--- src/rtl/wait_trk_pkg.sv ---
// Package: shared class indices and context state for the wait tracker.
package wait_trk_pkg;
    localparam int NUM_CAT = 3;
    localparam int CAT_VM  = 0;
    localparam int CAT_EX  = 1;
    localparam int CAT_LC  = 2;

    typedef enum logic {
        CTX_RUN  = 1'b0,
        CTX_WAIT = 1'b1
    } ctx_state_e;
endpackage

--- src/rtl/wt_counter.sv ---
// Module: wt_counter
// Saturating up/down counter of operations in flight for one class.
// Assumes: inc and dec are single-cycle strobes. Both strobes together
// cancel out. Overflow and underflow hold the count and set sticky flags.
module wt_counter #(
    parameter int CNT_W = 6
) (
    input  logic             clk,
    input  logic             rst_n,
    input  logic             inc,
    input  logic             dec,
    output logic [CNT_W-1:0] count,
    output logic             ovf_err,
    output logic             unf_err
);
    localparam logic [CNT_W-1:0] CNT_MAX = '1;

    // Count update with saturation at both ends.
    always_ff @(posedge clk) begin
        if (!rst_n) begin
            count <= '0;
        end else if (inc && !dec && count != CNT_MAX) begin
            count <= count + 1'b1;
        end else if (dec && !inc && count != '0) begin
            count <= count - 1'b1;
        end
    end

    // Sticky error capture for saturation events.
    always_ff @(posedge clk) begin
        if (!rst_n) begin
            ovf_err <= 1'b0;
            unf_err <= 1'b0;
        end else begin
            if (inc && !dec && count == CNT_MAX) ovf_err <= 1'b1;
            if (dec && !inc && count == '0)      unf_err <= 1'b1;
        end
    end


    balanced_chk: assert property (@(posedge clk) disable iff (!rst_n)
        (inc && dec) |=> $stable(count));

    no_overflow_chk: assert property (@(posedge clk) disable iff (!rst_n)
        (inc && !dec && count == CNT_MAX) |=> (count == CNT_MAX && ovf_err));

    no_underflow_chk: assert property (@(posedge clk) disable iff (!rst_n)
        (dec && !inc && count == '0) |=> (count == '0 && unf_err));
endmodule

--- src/rtl/wt_threshold.sv ---
// Module: wt_threshold
// Holds one class threshold with its armed flag and reports whether the
// class is met. Assumes FIELD_W <= CNT_W. The all-ones code disarms.
module wt_threshold #(
    parameter int FIELD_W = 4,
    parameter int CNT_W   = 6
) (
    input  logic               clk,
    input  logic               rst_n,
    input  logic               load,
    input  logic               clear,
    input  logic [FIELD_W-1:0] code,
    input  logic [CNT_W-1:0]   count,
    output logic               armed,
    output logic               met
);
    localparam logic [FIELD_W-1:0] OFF_CODE = '1;

    logic [FIELD_W-1:0] thr_q;

    // Threshold register: load arms unless disarm code; clear unsets.
    always_ff @(posedge clk) begin
        if (!rst_n) begin
            thr_q <= '0;
            armed <= 1'b0;
        end else if (clear) begin
            armed <= 1'b0;
        end else if (load) begin
            thr_q <= code;
            armed <= (code != OFF_CODE);
        end
    end

    // Met when unarmed or in-flight count within the threshold.
    always_comb begin
        met = !armed || (count <= CNT_W'(thr_q));
    end


    disarm_code_chk: assert property (@(posedge clk) disable iff (!rst_n)
        (load && !clear && code == OFF_CODE) |=> !armed);
endmodule

--- src/rtl/mem_wait_tracker.sv ---
// Module: mem_wait_tracker
// Tracks in-flight memory operations in three classes for one context and
// resolves wait instructions. Assumes decode raises wait_dispatch_i only
// while running and wait_exec_i in a later cycle. Misuse is flagged.
module mem_wait_tracker
    import wait_trk_pkg::*;
#(
    parameter int CNT_W = 6,
    parameter int VM_W  = 4,
    parameter int EX_W  = 3,
    parameter int LC_W  = 5
) (
    input  logic              clk,
    input  logic              rst_n,
    input  logic [2:0]        issue_i,
    input  logic [2:0]        done_i,
    input  logic              wait_dispatch_i,
    input  logic              wait_exec_i,
    input  logic [VM_W-1:0]   vm_thr_i,
    input  logic [EX_W-1:0]   ex_thr_i,
    input  logic [LC_W-1:0]   lc_thr_i,
    output logic [CNT_W-1:0]  vm_count_o,
    output logic [CNT_W-1:0]  ex_count_o,
    output logic [CNT_W-1:0]  lc_count_o,
    output logic              waiting_o,
    output logic              ready_o,
    output logic              err_load_o,
    output logic              err_ovf_o,
    output logic              err_unf_o
);
    logic [CNT_W-1:0]   cnt_w [NUM_CAT];
    logic [NUM_CAT-1:0] ovf_w;
    logic [NUM_CAT-1:0] unf_w;
    logic [NUM_CAT-1:0] armed_w;
    logic [NUM_CAT-1:0] met_w;

    ctx_state_e state_q;
    logic       executed_q;
    logic       load_ok;
    logic       sat;

    // One counter per class.
    for (genvar g = 0; g < NUM_CAT; g++) begin : g_cnt
        wt_counter #(.CNT_W(CNT_W)) u_cnt (
            .clk     (clk),
            .rst_n   (rst_n),
            .inc     (issue_i[g]),
            .dec     (done_i[g]),
            .count   (cnt_w[g]),
            .ovf_err (ovf_w[g]),
            .unf_err (unf_w[g])
        );
    end

    wt_threshold #(.FIELD_W(VM_W), .CNT_W(CNT_W)) u_thr_vm (
        .clk(clk), .rst_n(rst_n), .load(load_ok), .clear(sat),
        .code(vm_thr_i), .count(cnt_w[CAT_VM]),
        .armed(armed_w[CAT_VM]), .met(met_w[CAT_VM])
    );
    wt_threshold #(.FIELD_W(EX_W), .CNT_W(CNT_W)) u_thr_ex (
        .clk(clk), .rst_n(rst_n), .load(load_ok), .clear(sat),
        .code(ex_thr_i), .count(cnt_w[CAT_EX]),
        .armed(armed_w[CAT_EX]), .met(met_w[CAT_EX])
    );
    wt_threshold #(.FIELD_W(LC_W), .CNT_W(CNT_W)) u_thr_lc (
        .clk(clk), .rst_n(rst_n), .load(load_ok), .clear(sat),
        .code(lc_thr_i), .count(cnt_w[CAT_LC]),
        .armed(armed_w[CAT_LC]), .met(met_w[CAT_LC])
    );

    // Legality of a load and the satisfied condition.
    always_comb begin
        load_ok = wait_exec_i && (state_q == CTX_WAIT) && !executed_q
                  && (armed_w == '0);
        sat     = (state_q == CTX_WAIT) && executed_q && (&met_w);
    end

    // Context state, executed flag and registered ready pulse.
    always_ff @(posedge clk) begin
        if (!rst_n) begin
            state_q    <= CTX_RUN;
            executed_q <= 1'b0;
            ready_o    <= 1'b0;
        end else begin
            ready_o <= sat;
            if (sat) begin
                state_q    <= CTX_RUN;
                executed_q <= 1'b0;
            end else begin
                if (wait_dispatch_i && state_q == CTX_RUN) state_q <= CTX_WAIT;
                if (load_ok) executed_q <= 1'b1;
            end
        end
    end

    // Sticky flag for illegal threshold loads.
    always_ff @(posedge clk) begin
        if (!rst_n)                      err_load_o <= 1'b0;
        else if (wait_exec_i && !load_ok) err_load_o <= 1'b1;
    end

    // Output aggregation.
    always_comb begin
        vm_count_o = cnt_w[CAT_VM];
        ex_count_o = cnt_w[CAT_EX];
        lc_count_o = cnt_w[CAT_LC];
        waiting_o  = (state_q == CTX_WAIT);
        err_ovf_o  = |ovf_w;
        err_unf_o  = |unf_w;
    end


    ready_pulse_chk: assert property (@(posedge clk) disable iff (!rst_n)
        ready_o |=> !ready_o);

    ready_running_chk: assert property (@(posedge clk) disable iff (!rst_n)
        ready_o |-> !waiting_o);

    ready_after_exec_chk: assert property (@(posedge clk) disable iff (!rst_n)
        (waiting_o && !executed_q) |=> !ready_o);

    bad_load_chk: assert property (@(posedge clk) disable iff (!rst_n)
        (wait_exec_i && !waiting_o) |=> err_load_o);
endmodule

--- config.mk ---
export PLATFORM = sky130hd
export DESIGN_NAME = mem_wait_tracker
export DESIGN_NICKNAME = d
export VERILOG_FILES = /design/src/rtl/wait_trk_pkg.sv /design/src/rtl/wt_counter.sv /design/src/rtl/wt_threshold.sv /design/src/rtl/mem_wait_tracker.sv
export SDC_FILE = /design/constraint.sdc
export NUM_CORES = 1
export LEC_CHECK = 0
export CAP_MARGIN = 10
export CORE_UTILIZATION = 57
export DETAILED_ROUTE_END_ITERATION = 8
export DONT_BUFFER_PORTS = 1
export HOLD_SLACK_MARGIN = 0.15
export PLACE_DENSITY = 0.77
export RECOVER_POWER = 25
export SYNTH_ARGS = -nofsm -noshare
export SYNTH_HDL_FRONTEND = slang
export SYNTH_HIERARCHICAL = 1
export SYNTH_SLANG_ARGS = --single-unit
--- constraint.sdc ---
create_clock -name clk -period 2.1 [get_ports clk]
set_clock_uncertainty 0.15 [all_clocks]
set_input_delay 0 -clock clk [delete_from_list [all_inputs] [get_ports clk]]
set_output_delay 0 -clock clk [all_outputs]
set_load 0.01 [all_outputs]
==> run_results.csv, run 1 <==
group,metric,value,unit
run_status,status,"finished with violations",
run_status,violations,"negative setup slack",
worst_setup_path,r2r-end,"u_thr_lc/thr_q[3]",
synth,synth_edf_count,0,
cts,cts_sinks,43,
worst_setup_path,reg2regPathDepth,11,
detailed_routing,dr_total_vias,3358,
worst_setup_path,worstPathArrival,2700,ps
timing,hold_ws,198,ps
synth,syn_area_per_cell,8.83,sq um
cts,cts_tree,"done",
timing,max_clock_freq,378,MHz
detailed_routing,drt_first_iter_violations,316,
cts,ctsLongestPathBuffers,2,
detailed_routing,wl_per_cell,22.2,um
detailed_routing,drc_errors,0,
cts,cts-root-buf,"clkbuf_8",
worst_setup_path,timing.rr.start,"u_thr_lc/thr_q[2]",
worst_setup_path,cp_max_fo,5,
timing,period_share,126,%
global_routing,antenna_found_initial,1,
cts,clkLatencyLatePin,330,ps
worst_setup_path,crit_type,"flip-flop to flip-flop",
synth,ys_ff_latch,43,
synth,synth_area,2830,sq um
synth,synthFlopType,"dfxtp_1",
timing,setup_viol,25,
floorplan,die_x,72.4,um
detailed_routing,ant_nets,0,
finish,syn_to_final_growth,48.6,%
detailed_routing,first_pass_iters,8,
global_routing,grt_pass1_wl,13.7,mm
global_routing,grt_start_max_net_pins,24,
timing,final-hold-violation-count,0,
synth,syn_nets,369,
synth,yosysUniqueCellTypes,48,
cts,clkSlewWorstSetupHoldPaths,100,ps
synth,netlist_instances,320,
timing,slew_violations,0,
worst_setup_path,cp-start-kind,"flip-flop",
timing,worst_slew_pin_slew,828,ps
hold_path,hold_depth,2,
global_routing,grt_overflow_total,0,
place,dpl_worst_slack,-175,ps
worst_setup_path,cp.required,2150,ps
synth,synthDominantCellAreaShare,30.5,%
synth,synth_area_leaders,"dfxtp_1 (30%), ha_1 (11%), mux2i_1 (4.2%)",
finish,stdcell_count,503,
floorplan,io_pins,45,
hold_path,worstHoldStart,"wait_dispatch_i",
power_and_ir_drop,leakage,1.71,nW
floorplan,fp.dieH,72.4,um
floorplan,initial_core_util,59.4,%
synth,ys_async_sr_fraction,0,%
place,globalplace.congestion,0.859,
timing,finalCriticalPeriod,2650,ps
detailed_routing,wl,11.2,mm
detailed_routing,viasPerCell,6.68,
cts,numCtsBuffers,5,
timing,rsz0062_at_grt,"yes",
place,portBuffers,0,
job,cap_violations,0,
worst_setup_path,end_kind,"flip-flop",
finish,layout-drive-gt1-share,33.6,%
floorplan,die_area,5240,sq um
synth,yosysSeqAreaShare,30.5,%
power_and_ir_drop,vdd_drop_max,0.562,mV
hold_path,hold_end,"waiting_o",
synth,yosys.area.top_type,"dfxtp_1",
place,dp_cells,433,
floorplan,fp.coreArea,4750,sq um
global_routing,grt_pass1_vias,3057,
cts,cts_max_level,2,
synth,yosysWarnings,6,
finish,final_nets,483,
floorplan,rows,25,
timing,slew_headroom,44.6,%
place,place_hpwl,5.25,mm
hold_path,hold_path_class,"input pin to flip-flop",
finish,fin_util,88.4,%
worst_setup_path,rrSetupSlack,-550,ps
timing,setup_slack,-546,ps
power_and_ir_drop,p_per_area,818,nW/um^2
global_routing,gr-usage-all-layers,34.0,%
[area by class of cell]
cell class	instances	area [sq um]
tap	67	83.8
inverter	30	131
clock inverter	3	21.3
fill	236	553
timing repair buffer	109	921
clock buffer	5	68.8
multi-input combinational	245	2050
antenna	1	2.50
sequential	43	918
[metal layers]
metal,vias up,global-route usage (%),wire [um]
met5,-,0,0
met4,0,16.3,710
met3,90,7.36,991
met2,272,61.8,5420
met1,1562,37.3,4060
li1,1434,-,-
[synth_stat cells, types with 4 or more instances]
cell type,n
a21o_1,6
nor3_1,19
nor4_1,6
nor2_1,16
mux2i_1,12
dfxtp_1,43
nand2b_1,7
nand4_1,8
inv_1,27
a21oi_1,21
o211ai_1,8
ha_1,24
a211oi_1,4
nor2b_1,13
o221ai_1,4
nand3_1,13
o21ai_0,14
nand2_1,10
[registers in the layout, indices dropped and copies added, names as in the netlist]
signal               count
u_thr_ex/thr_q           3
executed_q               1
waiting_o                1
ready_o                  1
g_cnt.u_cnt/unf_err      3
g_cnt.u_cnt/count       18
u_thr_vm/thr_q           4
g_cnt.u_cnt/ovf_err      3
err_load_o               1
u_thr_lc/thr_q           5
u_thr_ex/armed           1
u_thr_lc/armed           1
u_thr_vm/armed           1
[repair_timing]
action | 4_1_cts | 5_1_grt
pin swaps | 10 | 14
hold buffers | 38 | 0
endpoints found under the hold margin | 43 | 0
setup buffers | 15 | 8
resized for setup | 18 | 27
setup endpoints to repair | 18 | 30
cloned | 0 | 0
[critical path: stages (launching register included)]
cell        delay (ps)
dfxtp_2            360
inv_2               30
ha_1               280
nand4b_1           150
a21oi_1            160
o221ai_1           130
and3_4             210
nand3_4             80
clkinvlp_4         190
nor2b_4            270
mux2i_1            360
nor2b_1            150
[cells in the final DEF, fill, tap and decap left out, drive strengths merged, types with 3 or more instances in the layout]
master	n
a2111oi	3
ha	24
o21ai	14
inv	30
dlygate4sd3	38
a21oi	21
a211o	6
nor4	6
a211oi	4
nor3	20
o211ai	8
nor2b	16
fa	3
a41oi	3
nor2	16
mux2i	12
o21a	3
nand4	8
nand3	14
a21o	9
nand2b	7
buf	68
nand2	10
dfxtp	43
o21ba	3
xnor2	3
clkbuf	8
a21boi	3
and3	5
o221ai	4
a221o	3
xor2	3
[logic make-up after synthesis]
group / count (synthesis) / share of synthesized area, %
AO/OA/AOI/OAI: 91 / 23.7
multiplexers: 12 / 4.25
flip-flops: 43 / 30.5
XOR/XNOR: 6 / 1.86
AND/OR/NAND/NOR: 109 / 21.9
adder cells (fa/ha/maj): 27 / 12.7
buffers and inverters: 32 / 5.05
[power by group]
group	switching (mW)	leakage, nW	internal [mW]
combinational	0.966	1.30	0.825
clock	0.351	0.0494	0.241
sequential	0.107	0.364	0.948
[worst max-delay path by stage]
stage / start / to / depth (start not counted)
floorplan: g_cnt[2].u_cnt/count[3] / u_thr_lc/thr_q[0] / 11
global placement: u_thr_lc/thr_q[4] / u_thr_lc/thr_q[3] / 11
CTS: u_thr_lc/thr_q[3] / u_thr_lc/thr_q[1] / 11
detailed placement: u_thr_lc/thr_q[4] / u_thr_lc/thr_q[1] / 11
finish: u_thr_lc/thr_q[2] / u_thr_lc/thr_q[3] / 11
global route: u_thr_lc/thr_q[2] / u_thr_lc/thr_q[3] / 11
[metrics by stage]
step                      instance area [sq um]  setup TNS (ps)  power (mW)
after floorplan                            2950            -275        1.96
after global placement                     3380            -932        2.35
after detailed placement                   3380           -1800        2.39
after CTS                                  4040           -1880        3.10
after global routing                       4200           -7810        3.58
final                                      4200           -5440        3.44
No activity file was read; power rests on OpenSTA's default activity.
==> inputs of run 2 (changes only) <==
BUFFER_PORTS_ARGS = -buffer_cell sky130_fd_sc_hd__clkbuf_2   (was default)
CORE_UTILIZATION = 51   (was 57)
DONT_BUFFER_PORTS = default   (was 1)
PLACE_DENSITY = 0.78   (was 0.77)
==> run_results.csv, run 2 (synthesized netlist as in run 1, its figures left out) <==
group,metric,value,unit
worst_setup_path,cp.required,2140,ps
run_status,status,"finished with violations",
hold_path,hold_path_class,"input pin to flip-flop",
run_status,violations,"negative setup slack",
finish,regMostFlops,"g_cnt.u_cnt/count",
detailed_routing,first_pass_iters,5,
timing,final-hold-violation-count,0,
worst_setup_path,end_kind,"flip-flop",
power_and_ir_drop,vdd_drop_max,0.576,mV
floorplan,io_pins,45,
finish,reg_top3,"g_cnt.u_cnt/count (18), u_thr_lc/thr_q (5), u_thr_vm/thr_q (4)",
worst_setup_path,crit_type,"flip-flop to flip-flop",
job,cap_violations,0,
cts,cts_tree,"done",
timing,slew_violations,0,
global_routing,grt_pass1_wl,13.1,mm
worst_setup_path,path_cells,"inv_2, ha_4, nand4b_1, a21oi_2, o221ai_2, and3_4, nand3_4, clkinvlp_4, nor2b_4, mux2i_1, nor2b_1",
detailed_routing,wl_per_cell,15.5,um
floorplan,die_area,5840,sq um
timing,slew_headroom,67.7,%
detailed_routing,drc_errors,0,
worst_setup_path,cp_slowest_cell,"dfxtp_2",
timing,finalCriticalPeriod,2490,ps
cts,clkLatencyLatePin,300,ps
power_and_ir_drop,leakage,1.75,nW
finish,layout-drive-gt1-share,36.9,%
power_and_ir_drop,p_total,3.29,mW
timing,period_share,119,%
finish,layout_commonest_cell,"buf_4",
power_and_ir_drop,p_per_area,797,nW/um^2
detailed_routing,ant_nets,0,
worst_setup_path,worstPathArrival,2530,ps
finish,fillers,341,
detailed_routing,wl,8.09,mm
global_routing,antenna_found_initial,0,
timing,max_clock_freq,401,MHz
cts,cts-root-buf,"clkbuf_8",
floorplan,fp.coreArea,5240,sq um
timing,worst_slew_pin_slew,480,ps
cts,cts_max_level,2,
cts,cts_sinks,43,
finish,final_nets,500,
floorplan,die_x,76.4,um
finish,fin_util,78.8,%
timing,tns,-3850,ps
global_routing,gr-usage-all-layers,27.7,%
cts,ctsLongestPathBuffers,2,
floorplan,rows,26,
global_routing,grt_pass1_vias,2840,
finish,syn_to_final_growth,46.0,%
finish,largest_reg_flops,18,
detailed_routing,viasPerCell,5.77,
floorplan,initial_core_util,54.0,%
global_routing,grt_overflow_total,0,
cts,clkSlewWorstSetupHoldPaths,80,ps
place,dpl_worst_slack,-246,ps
place,portBuffers,44,
worst_setup_path,cp-start-kind,"flip-flop",
worst_setup_path,critical-path-max-stage-delay,350,ps
worst_setup_path,cp_max_fo,6,
cts,numCtsBuffers,5,
timing,rsz0062_at_grt,"yes",
detailed_routing,dr_total_vias,3013,
finish,layout_common_cells,"buf_4 (54), clkbuf_2 (39), dfxtp_1 (26)",
timing,setup_slack,-393,ps
place,globalplace.congestion,0.842,
global_routing,grt_start_max_net_pins,25,
finish,insertedDiodeCount,0,
floorplan,fp.dieH,76.4,um
detailed_routing,drt_first_iter_violations,181,
place,place_hpwl,5.36,mm
timing,setup_viol,17,
-- run 2: changes by cell type in the layout (fill, tap and decap cells not counted), sizes merged --
cell | previous run | this run
buf | 68 | 58
diode | 1 | 0
clkbuf | 8 | 52
clkinv | 2 | 1
inv | 30 | 29
dlygate4sd3 | 38 | 23
-- run 2: final timing paths --
path                      from                       to  slack [ps]  cells past startpoint
max reg2reg  u_thr_lc/thr_q[4]        u_thr_lc/thr_q[4]        -390                     11
min reg2reg         err_load_o               err_load_o         320                      2
max          u_thr_lc/thr_q[4]        u_thr_lc/thr_q[4]        -390                     11
min                  done_i[0]  g_cnt[0].u_cnt/count[0]         150                      5
-- run 2: layout make-up --
type / count / area (sq um) / area share [%]
Tap cell: 70 / 87.6 / 2.12
Timing Repair inverter: 1 / 3.75 / 0.0910
Clock buffer: 8 / 101 / 2.46
Multi-Input combinational cell: 245 / 2000 / 48.4
Inverter: 30 / 131 / 3.18
Timing Repair Buffer: 125 / 895 / 21.7
Sequential cell: 43 / 912 / 22.1
-- run 2: metal layers --
layer / GRT usage [%] / wire (um) / vias up
met5: 0 / 0 / -
met4: 6.92 / 145 / 0
met3: 4.19 / 420 / 18
met2: 49.3 / 3940 / 117
met1: 34.8 / 3580 / 1411
li1: - / - / 1467
-- run 2: timing repair --
action | 4_1_cts | 5_1_grt
cloned | 1 | 0
pin swaps | 8 | 13
hold endpoints to repair | 40 | 4
buffers inserted | 3 | 11
setup endpoints to repair | 18 | 28
resized for setup | 8 | 25
hold buffers | 24 | 2
-- run 2: power breakdown --
group | switching (mW) | leakage, nW | internal (mW) | total [mW]
combinational | 0.838 | 1.33 | 0.823 | 1.66
sequential | 0.0915 | 0.362 | 0.945 | 1.04
clock | 0.283 | 0.0506 | 0.308 | 0.591
-- run 2: critical path: cells and delay by family (launching register included) --
family	cells	cell delay [ps]
AO/OA/AOI/OAI	2	290
AND/OR/NAND/NOR	5	800
buffers and inverters	2	250
adder cells (fa/ha/maj)	1	260
multiplexers	1	280
flip-flops	1	350
-- run 2: stage by stage --
stage | area (sq um) | hold slack [ps] | std cells
after floorplan | 2950 | -48.8 | 320
after global placement | 3580 | 67.9 | 477
after detailed placement | 3580 | 84.2 | 477
after CTS | 3970 | 164 | 513
after global routing | 4130 | 176 | 522
final | 4130 | 154 | 522
==> inputs of run 3 (changes only) <==
BUFFER_PORTS_ARGS = -buffer_cell sky130_fd_sc_hd__buf_2   (was -buffer_cell sky130_fd_sc_hd__clkbuf_2)
==> run_results.csv, run 3 (synthesized netlist as in run 1, its figures left out) <==
group,metric,value,unit
power_and_ir_drop,pwr-share-seq,30.8,%
detailed_routing,wl,8.74,mm
worst_setup_path,reg2regPathDepth,12,
detailed_routing,first_pass_iters,4,
timing,final-hold-violation-count,0,
run_status,status,"finished with violations",
global_routing,gr-usage-all-layers,27.2,%
timing,slew_headroom,69.0,%
cts,cts_sinks,43,
finish,multi_input_area,2010,sq um
detailed_routing,ant_nets,0,
place,place_hpwl,5.42,mm
timing,period_share,123,%
worst_setup_path,path_cells,"inv_1, ha_1, nand4b_1, a21oi_2, o221ai_2, and3_4, nand3_4, clkinvlp_4, buf_12, nor2b_4, mux2i_1, nor2b_1",
global_routing,grt_pass1_wl,12.8,mm
worst_setup_path,rrSetupSlack,-490,ps
finish,regMostFlops,"g_cnt.u_cnt/count",
global_routing,grt_start_max_net_pins,25,
place,portBuffers,44,
timing,slew_violations,0,
worst_setup_path,worstPathArrival,2630,ps
worst_setup_path,r2r-end,"u_thr_vm/thr_q[3]",
worst_setup_path,cp-start-kind,"flip-flop",
floorplan,rows,26,
floorplan,io_pins,45,
finish,reg_top3,"g_cnt.u_cnt/count (18), u_thr_lc/thr_q (5), u_thr_vm/thr_q (4)",
finish,final_nets,501,
finish,regArea,908,sq um
hold_path,hold_depth,5,
cts,cts_tree,"done",
place,dpl_worst_slack,-225,ps
timing,max_clock_freq,387,MHz
finish,largest_reg_flops,18,
cts,ctsLongestPathBuffers,2,
timing,worst_slew_pin_slew,453,ps
floorplan,initial_core_util,54.0,%
finish,layout_commonest_cell,"buf_4",
worst_setup_path,cp_max_fo,4,
floorplan,die_area,5840,sq um
hold_path,hold_end,"g_cnt[1].u_cnt/count[2]",
cts,numCtsBuffers,5,
power_and_ir_drop,power.share.clock,19.1,%
detailed_routing,dr_total_vias,3118,
global_routing,grt_overflow_total,0,
detailed_routing,drt_first_iter_violations,156,
finish,syn_to_final_growth,47.1,%
run_status,violations,"negative setup slack",
timing,setup_viol,25,
worst_setup_path,timing.rr.start,"u_thr_lc/thr_q[2]",
cts,cts_max_level,2,
timing,rsz0062_at_grt,"yes",
timing,finalCriticalPeriod,2590,ps
power_and_ir_drop,p_total,3.38,mW
global_routing,antenna_found_initial,0,
timing,setup_slack,-487,ps
cts,cts-root-buf,"clkbuf_8",
floorplan,die_x,76.4,um
finish,layout_common_cells,"buf_4 (55), buf_2 (41), dfxtp_1 (27)",
power_and_ir_drop,p_per_area,813,nW/um^2
power_and_ir_drop,p_sw,1.25,mW
worst_setup_path,critical-path-max-stage-delay,330,ps
detailed_routing,drc_errors,0,
worst_setup_path,end_kind,"flip-flop",
place,globalplace.congestion,0.849,
power_and_ir_drop,p_comb_share,50.1,%
worst_setup_path,crit_type,"flip-flop to flip-flop",
worst_setup_path,cp_slowest_cell,"dfxtp_2",
finish,layout-drive-gt1-share,36.9,%
cts,clkSlewWorstSetupHoldPaths,90,ps
power_and_ir_drop,swShare,37.1,%
job,cap_violations,0,
finish,insertedDiodeCount,0,
hold_path,hold_path_class,"input pin to flip-flop",
detailed_routing,wl_per_cell,16.7,um
detailed_routing,viasPerCell,5.96,
worst_setup_path,cp.required,2150,ps
floorplan,fp.dieH,76.4,um
power_and_ir_drop,vdd_drop_max,0.594,mV
power_and_ir_drop,leakage,1.78,nW
hold_path,worstHoldStart,"done_i[1]",
cts,clkLatencyLatePin,300,ps
finish,fillers,331,
floorplan,fp.coreArea,5240,sq um
global_routing,grt_pass1_vias,2812,
power_and_ir_drop,internal_power,2.12,mW
run 3: changes by cell type in the layout (fill, tap and decap cells not counted), sizes merged:
cell         delta
buf            +41
inv             -1
bufinv          +1
clkinv          +2
dlygate4sd3     +1
clkbuf         -43
run 3: critical path, delay by kind of cell (launching register included):
kind            cells  cell delay, ps
mux                 1             230
flops               1             330
buf+inv             3             350
compound gates      2             370
fa+ha+maj           1             300
simple gates        5             750
run 3: repair_timing:
item                                    CTS  global route
hold buffers                             24             3
hold endpoints to repair                 42             6
endpoints found under the setup margin   18            27
pin swaps                                 8            13
buffers inserted                          5            13
gates resized for setup                  10            23
run 3: worst max-delay path by stage:
| stage | startpoint | endpoint | slack, ps | cells after the start |
|---|---|---|---|---|
| after detailed placement | u_thr_lc/thr_q[4] | u_thr_lc/thr_q[0] | -230 | 11 |
| final | u_thr_lc/thr_q[2] | u_thr_vm/thr_q[3] | -490 | 12 |
| after CTS | u_thr_lc/thr_q[4] | u_thr_lc/thr_q[0] | -200 | 11 |
| after floorplan | g_cnt[2].u_cnt/count[3] | u_thr_lc/thr_q[0] | -30 | 11 |
| after global routing | u_thr_lc/thr_q[2] | u_thr_vm/thr_q[3] | -490 | 12 |
| after global placement | u_thr_lc/thr_q[3] | u_thr_lc/thr_q[3] | -140 | 11 |
run 3: metrics by stage:
| stage | hold WS [ps] | cell area (sq um) | utilization (%) | TNS, ps | instances |
|---|---|---|---|---|---|
| CTS | 296 | 3970 | 75.8 | -2240 | 510 |
| global placement | 66.6 | 3550 | 67.7 | -1450 | 473 |
| detailed placement | 80.3 | 3550 | 67.7 | -2350 | 473 |
| finish | 135 | 4160 | 79.4 | -6540 | 523 |
| floorplan | -48.8 | 2950 | - | -275 | 320 |
| global route | 186 | 4160 | 79.4 | -7690 | 523 |
run 3: area by class of cell:
type	count	area share [%]
Tap cell	70	2.11
Multi-Input combinational cell	245	48.3
Sequential cell	43	21.8
Timing Repair Buffer	127	22.0
Inverter	30	3.16
Clock inverter	3	0.933
Clock buffer	5	1.65
run 3: power by group through the flow:
stage | Sequential [mW] | Clock (mW) | Combinational (mW)
floorplan | 1.15 | 0 | 0.808
global placement | 1.05 | 0 | 1.37
detailed placement | 1.06 | 0 | 1.41
CTS | 1.04 | 0.651 | 1.49
global route | 1.05 | 0.692 | 1.84
finish | 1.04 | 0.644 | 1.69
run 3: per-layer routing:
layer / vias to the layer above / routed length [um] / track usage, %
met5: - / 0 / 0
met4: 0 / 303 / 10.0
met3: 31 / 420 / 5.27
met2: 129 / 4330 / 48.3
met1: 1492 / 3680 / 32.3
li1: 1466 / - / -
